## config.mk

```make
export PLATFORM = sky130hd
export DESIGN_NAME = rx_status_flags
export DESIGN_NICKNAME = d
export VERILOG_FILES = /design/src/rtl/rxs_pkg.sv /design/src/rtl/rxs_check.sv /design/src/rtl/rxs_flag.sv /design/src/rtl/rx_status_flags.sv
export SDC_FILE = /design/constraint.sdc
export NUM_CORES = 1
export LEC_CHECK = 0
export CAP_MARGIN = 20
export CORE_MARGIN = 2
export CORE_UTILIZATION = 43
export DETAILED_ROUTE_END_ITERATION = 6
export MAX_ROUTING_LAYER = met4
export PLACE_DENSITY = 0.89
export SLEW_MARGIN = 5
export SYNTH_ARGS = -nofsm -noshare
export SYNTH_HDL_FRONTEND = slang
export SYNTH_HIERARCHICAL = 1
export SYNTH_SLANG_ARGS = --single-unit
```

## constraint.sdc

```tcl
create_clock -name clk -period 1.54 [get_ports clk]
set_input_delay 0.154 -clock clk [delete_from_list [all_inputs] [get_ports clk]]
set_output_delay 0.154 -clock clk [all_outputs]
set_load 0.1 [all_outputs]
```

## src/rtl/rxs_pkg.sv

```systemverilog
package rxs_pkg;
    localparam int NFLAG   = 4;
    localparam int FL_PAR  = 0;
    localparam int FL_FRM  = 1;
    localparam int FL_OVR  = 2;
    localparam int FL_FULL = 3;

    typedef struct packed {
        logic flag;
        logic armed;
    } flag_st_t;
endpackage

```

## src/rtl/rxs_check.sv

```systemverilog
module rxs_check #(
    parameter int DATA_W = 8
) (
    input  logic              char_done,
    input  logic [DATA_W-1:0] char_byte,
    input  logic              stop_bit,
    input  logic              par_bit,
    input  logic              sync_mode,
    input  logic              par_en,
    input  logic              par_odd,
    input  logic              full_q,
    output logic [rxs_pkg::NFLAG-1:0] set_o,
    output logic              load_o
);
    import rxs_pkg::*;

    logic exp_par;
    logic ovr_hit;
    logic frm_hit;
    logic par_hit;

    always_comb begin
        exp_par = (^char_byte) ^ par_odd;
        ovr_hit = char_done && full_q;
        frm_hit = char_done && !sync_mode && !stop_bit;
        par_hit = char_done && !sync_mode && par_en && (par_bit != exp_par);
        load_o  = char_done && !ovr_hit && !frm_hit && !par_hit;
        set_o           = '0;
        set_o[FL_PAR]   = par_hit;
        set_o[FL_FRM]   = frm_hit;
        set_o[FL_OVR]   = ovr_hit;
        set_o[FL_FULL]  = load_o;
    end
endmodule

```

## src/rtl/rxs_flag.sv

```systemverilog
module rxs_flag (
    input  logic clk,
    input  logic rst_n,
    input  logic set_i,
    input  logic rd_hit_i,
    input  logic wr_hit_i,
    input  logic wr_bit_i,
    output logic flag_o
);
    import rxs_pkg::*;

    flag_st_t st_d, st_q;
    logic     clr;

    always_comb begin
        st_d = st_q;
        clr  = wr_hit_i && !wr_bit_i && st_q.armed;
        if (clr) begin
            st_d.flag  = 1'b0;
            st_d.armed = 1'b0;
        end else if (rd_hit_i && st_q.flag) begin
            st_d.armed = 1'b1;
        end
        if (set_i) begin
            st_d.flag = 1'b1;
        end
    end

    always_ff @(posedge clk or negedge rst_n) begin
        if (!rst_n) begin
            st_q <= '0;
        end else begin
            st_q <= st_d;
        end
    end

    assign flag_o = st_q.flag;

    a_r7_unarmed_hold: assert property (@(posedge clk) disable iff (!rst_n)
        (wr_hit_i && !wr_bit_i && !st_q.armed && st_q.flag) |=> st_q.flag);
    a_r7_write_one_hold: assert property (@(posedge clk) disable iff (!rst_n)
        (wr_hit_i && wr_bit_i && st_q.flag) |=> st_q.flag);
    a_r7_armed_clear: assert property (@(posedge clk) disable iff (!rst_n)
        (wr_hit_i && !wr_bit_i && st_q.armed && !set_i) |=> !st_q.flag);
    a_r8_set_wins: assert property (@(posedge clk) disable iff (!rst_n)
        set_i |=> st_q.flag);
endmodule

```

## src/rtl/rx_status_flags.sv

```systemverilog
module rx_status_flags #(
    parameter int DATA_W = 8
) (
    input  logic              clk,
    input  logic              rst_n,
    input  logic              char_done,
    input  logic [DATA_W-1:0] char_byte,
    input  logic              stop_bit,
    input  logic              par_bit,
    input  logic              sync_mode,
    input  logic              par_en,
    input  logic              par_odd,
    input  logic              bus_sel,
    input  logic              bus_rd,
    input  logic              bus_wr,
    input  logic [DATA_W-1:0] bus_wdata,
    output logic [DATA_W-1:0] bus_rdata,
    output logic              rx_full,
    output logic              err_any
);
    import rxs_pkg::*;

    logic [DATA_W-1:0] data_d, data_q;
    logic [NFLAG-1:0]  flags;
    logic [NFLAG-1:0]  set_v;
    logic              load;
    logic              stat_rd;
    logic              stat_wr;
    logic              unused_wdata_hi;

    assign stat_rd         = bus_rd && !bus_sel;
    assign stat_wr         = bus_wr && !bus_sel;
    assign unused_wdata_hi = ^bus_wdata[DATA_W-1:NFLAG];

    rxs_check #(.DATA_W(DATA_W)) i_check (
        .char_done (char_done),
        .char_byte (char_byte),
        .stop_bit  (stop_bit),
        .par_bit   (par_bit),
        .sync_mode (sync_mode),
        .par_en    (par_en),
        .par_odd   (par_odd),
        .full_q    (flags[FL_FULL]),
        .set_o     (set_v),
        .load_o    (load)
    );

    for (genvar gi = 0; gi < NFLAG; gi++) begin : g_flag
        rxs_flag i_flag (
            .clk      (clk),
            .rst_n    (rst_n),
            .set_i    (set_v[gi]),
            .rd_hit_i (stat_rd),
            .wr_hit_i (stat_wr),
            .wr_bit_i (bus_wdata[gi]),
            .flag_o   (flags[gi])
        );
    end

    always_comb begin
        data_d = data_q;
        if (load) begin
            data_d = char_byte;
        end
    end

    always_ff @(posedge clk or negedge rst_n) begin
        if (!rst_n) begin
            data_q <= '0;
        end else begin
            data_q <= data_d;
        end
    end

    always_comb begin
        bus_rdata = '0;
        if (bus_rd) begin
            if (bus_sel) begin
                bus_rdata = data_q;
            end else begin
                bus_rdata[NFLAG-1:0] = flags;
            end
        end
    end

    assign rx_full = flags[FL_FULL];
    assign err_any = flags[FL_OVR] | flags[FL_FRM] | flags[FL_PAR];

    a_r3_overrun_flag: assert property (@(posedge clk) disable iff (!rst_n)
        (char_done && rx_full) |=> flags[FL_OVR]);
    a_r3_data_hold: assert property (@(posedge clk) disable iff (!rst_n)
        (char_done && rx_full) |=> $stable(data_q));
    a_r2_load: assert property (@(posedge clk) disable iff (!rst_n)
        (char_done && !rx_full && sync_mode) |=> (rx_full && data_q == $past(char_byte)));
    a_r4_framing: assert property (@(posedge clk) disable iff (!rst_n)
        (char_done && !sync_mode && !stop_bit) |=> (flags[FL_FRM] && $stable(data_q)));
    a_r6_sync_quiet: assert property (@(posedge clk) disable iff (!rst_n)
        (sync_mode && !flags[FL_FRM] && !flags[FL_PAR]) |=> (!flags[FL_FRM] && !flags[FL_PAR]));
endmodule

```

==> results of run 1 <==
==> sequential cells by signal, indices dropped and copies added (netlist names) <==
signal	flops
g_flag.i_flag/flag_o	4
g_flag.i_flag/st_q	4
data_q	8
==> per-layer routing <==
layer	vias to the layer above	track usage, %
met5	-	-
met4	0	3.95
met3	2	3.74
met2	31	31.4
met1	345	22.4
li1	355	-
==> layout by cell type (no fill, tap or decap), drive strengths merged <==
| cell | instances |
|---|---|
| dfrtp | 16 |
| and2 | 2 |
| inv | 5 |
| mux2i | 8 |
| a2111oi | 1 |
| nor3b | 1 |
| xnor3 | 1 |
| or3 | 1 |
| xnor2 | 7 |
| nand2 | 4 |
| nor3 | 1 |
| a31oi | 4 |
| dlygate4sd2 | 4 |
| and3 | 4 |
| nor2 | 4 |
| nor2b | 10 |
| clkdlybuf4s50 | 12 |
| buf | 26 |
| clkbuf | 5 |
| mux2 | 8 |
==> synthesized netlist by cell type, types with 2 or more instances <==
| cell type | count |
|---|---|
| a31oi_1 | 4 |
| and2_1 | 2 |
| and3_1 | 4 |
| buf_4 | 5 |
| dfrtp_1 | 16 |
| inv_1 | 5 |
| mux2_4 | 8 |
| mux2i_1 | 8 |
| nand2_1 | 4 |
| nor2_1 | 4 |
| nor2b_1 | 6 |
| nor2b_4 | 4 |
| xnor2_1 | 6 |
==> final cells by class <==
class	instances	area share, %
well taps	28	2.24
repair buffers	43	31.4
flip-flops and latches	16	25.7
clock buffers	4	1.68
inverters	5	1.20
multi-input cells	56	37.7
==> what timing repair did <==
item	in CTS	in global routing
setup endpoints to repair	10	10
gates resized for setup	32	9
gates cloned	0	0
pin swaps	7	4
==> cell families after synthesis <==
group                  count (synthesis)  share of synthesized area, %
AND/OR/NAND/NOR                       27                          18.3
multiplexers                          16                          20.5
flip-flops                            16                          40.9
buffers and inverters                 11                          6.91
XOR/XNOR                               8                          9.34
AO/OA/AOI/OAI                          5                          4.09
==> per-stage QoR <==
stage | area [sq um] | hold slack (ns)
after floorplan | 1000 | -0.142
after global placement | 1490 | 0.459
after detailed placement | 1490 | 0.470
after CTS | 1540 | 0.108
after global routing | 1560 | 0.0924
final | 1560 | 0.108
==> worst max path at each step <==
stage,cells past startpoint,slack (ns),end
global route,7,-0.22,data_q[3]
global placement,7,-0.82,data_q[7]
finish,7,-0.16,data_q[3]
floorplan,6,-0.28,data_q[0]
CTS,7,-0.23,data_q[3]
detailed placement,7,-0.87,data_q[3]
==> worst max-delay path: cells and delay by family <==
family	cells	cell delay, ns
xor gates and xnor gates	3	0.76
AOI/OAI and AO/OA	1	0.33
buffers and inverters	2	0.32
muxes	1	0.31
==> power groups by stage <==
stage          Combinational [mW]  Clock, mW  Sequential [mW]
2_1_floorplan               0.818          0            0.788
3_3_place_gp                 1.30          0            0.721
3_5_place_dp                 1.34          0            0.737
4_1_cts                      1.35      0.229            0.733
5_1_grt                      1.45      0.259            0.763
6_report                     1.38      0.226            0.739
==> results by group, run 1 <==
Power and ir drop
  • Leak: 0.722 nW
  • Clock share of power: 9.6%
  • Internal power: 1.35 mW
  • Comb pwr share: 58.8%
  • Sequential Power Share: 31.6%
  • Cell Pwr Density: 1500 mW/mm^2
  • Max IR drop VDD: 0.00123 V
  • Tot Pwr: 2.34 mW
  • NetSw: 988 uW
  • Switching share of power: 42.2%

Timing
  • Setup ws final: -0.157 ns
  • RSZ-0062 raised after global routing: true
  • Final max-slew violation count: 0
  • Final hold viol count: 0
  • Relative slew slack: 66.5%
  • Final Skew: 0.00450 ns
  • Sum of negative setup slack: -1.23 ns
  • Max Fclk: 589 MHz
  • # setup viols final: 9
  • Crit path time final: 1.70 ns
  • Worst-Margin Slew: 0.502 ns
  • Tcrit/Tclk final: 110%

Yosys
  • Yosys warns: 6
  • Cells after synthesis: 83
  • Post-synthesis sequential area ratio: 40.9%
  • Post-synth EDFFs: 0
  • Ys async rst share: 100%
  • Mapped Avg Cell Area: 11.8 sq um
  • Synth area leader: dfrtp_1
  • Ranking of synthesized cells by area: dfrtp_1 41%, mux2_4 12%, mux2i_1 8.2%
  • Synthesized net count: 110
  • Synth top area share: 40.9%
  • Synth Register Bits: 16
  • Number of library cell types mapped by synthesis: 20
  • Ys flop type: dfrtp_1
  • Post-Synthesis Cell Area: 978 sq um

Global routing
  • Initial antenna violation count: 0
  • GRT Util Overall: 18.3%
  • First-pass GRT wire length: 3530 um
  • Pin count of the biggest net entering global routing: 17
  • GRT overflow: 0
  • Vias in the first global route: 785

Clock network
  • Post-CTS Setup Inserts: 0
  • Clock Sink Count: 16
  • Clock buffer depth: 2
  • Clock transition at path regs: 0.08 ns
  • Max H-tree Level: 1
  • Hold buffers post-CTS: 0
  • TritonCTS clock tree: built
  • CTS buffer count: 3
  • Root Driver: clkbuf_4
  • Worst-skew pair later-pin latency: 0.28 ns

Worst setup path
  • Top cell by count, worst path: xnor2_2
  • Crit path DAT: 1.87 ns
  • Maximum fanout along the worst path: 5
  • FF-to-FF End: data_q[3]
  • RR Startpoint: g_flag[3].i_flag/flag_o
  • R2R cell count: 3
  • Worst Setup SP: par_odd
  • Slowest stage delay, CP: 0.45 ns
  • Critical path startpoint category: input pin
  • Critical path required time: 1.71 ns
  • CP Cell Sequence: buf_6 -> xnor2_2 -> xnor3_1 -> xnor2_2 -> a2111oi_4 -> buf_4 -> mux2_4
  • Critical path endpoint category: flip-flop
  • Reg2reg setup slack: 0.15 ns
  • Critical path class: in2reg
  • Slowest cell on crit path: xnor3_1

Route
  • Antenna viol nets, final: 0
  • Via count of the routed design: 733
  • WL met3: 147 um
  • Drc violations: 0
  • WL met2: 1120 um
  • Pre-antenna DRT Iters: 6
  • Starting DRT DRC Count: 6
  • Final wirelength: 2160 um
  • Routed len/inst: 14.2 um
  • Met1 wire length: 874 um
  • Top sig layer: met4
  • Vias per inst: 4.82

Worst hold path
  • Worst Hold Depth: 2
  • Hold Startpoint: char_byte[7]
  • Class of the worst hold path: in2reg
  • WHS Endpoint: data_q[7]

Floorplan
  • Starting density of the core: 44.7%
  • Core ar.: 0.00219 sq mm
  • Die width: 51.7 um
  • Num ports: 37
  • Chip Height: 51.7 um
  • Number of placement rows: 17
  • Total die area: 0.00267 sq mm

Cells and area
  • Register area: 402 sq um
  • Ant diodes: 0
  • Final core utilization: 71.3%
  • Fill cells: 156
  • Nets: 152
  • Area Overhead vs Synth: 59.6%
  • Area occupied by multi-input gates: 589 sq um
  • Final std cells w/o fill: 152
  • Ratio of cells with drive above 1 in the final layout: 46.0%

Run
  • Max Cap Viol: 0

Placement
  • Setup WS pre-CTS: -0.871 ns
  • GPL Wtd Cong: 0.762
  • Hpwl dp: 1780 um
  • Cells after DPL: 148
  • # port buffers: 32

Outcome
  • Failing checks: negative setup slack
  • Status: complete, but fails checks
Power figures use the tool's default switching activity.
==> inputs of run 2 (changes only) <==
Settings changed: MAX_ROUTING_LAYER met4 to default.
==> results of run 2 <==
The final DEF is identical to that of run 1; final timing and power are the same.
Among the figures that moved: final weighted congestion in routability-driven placement 0.762 -> 0.753; via count of the first global-routing pass 785 -> 789; overall routing resource usage 18.3% -> 17.8%
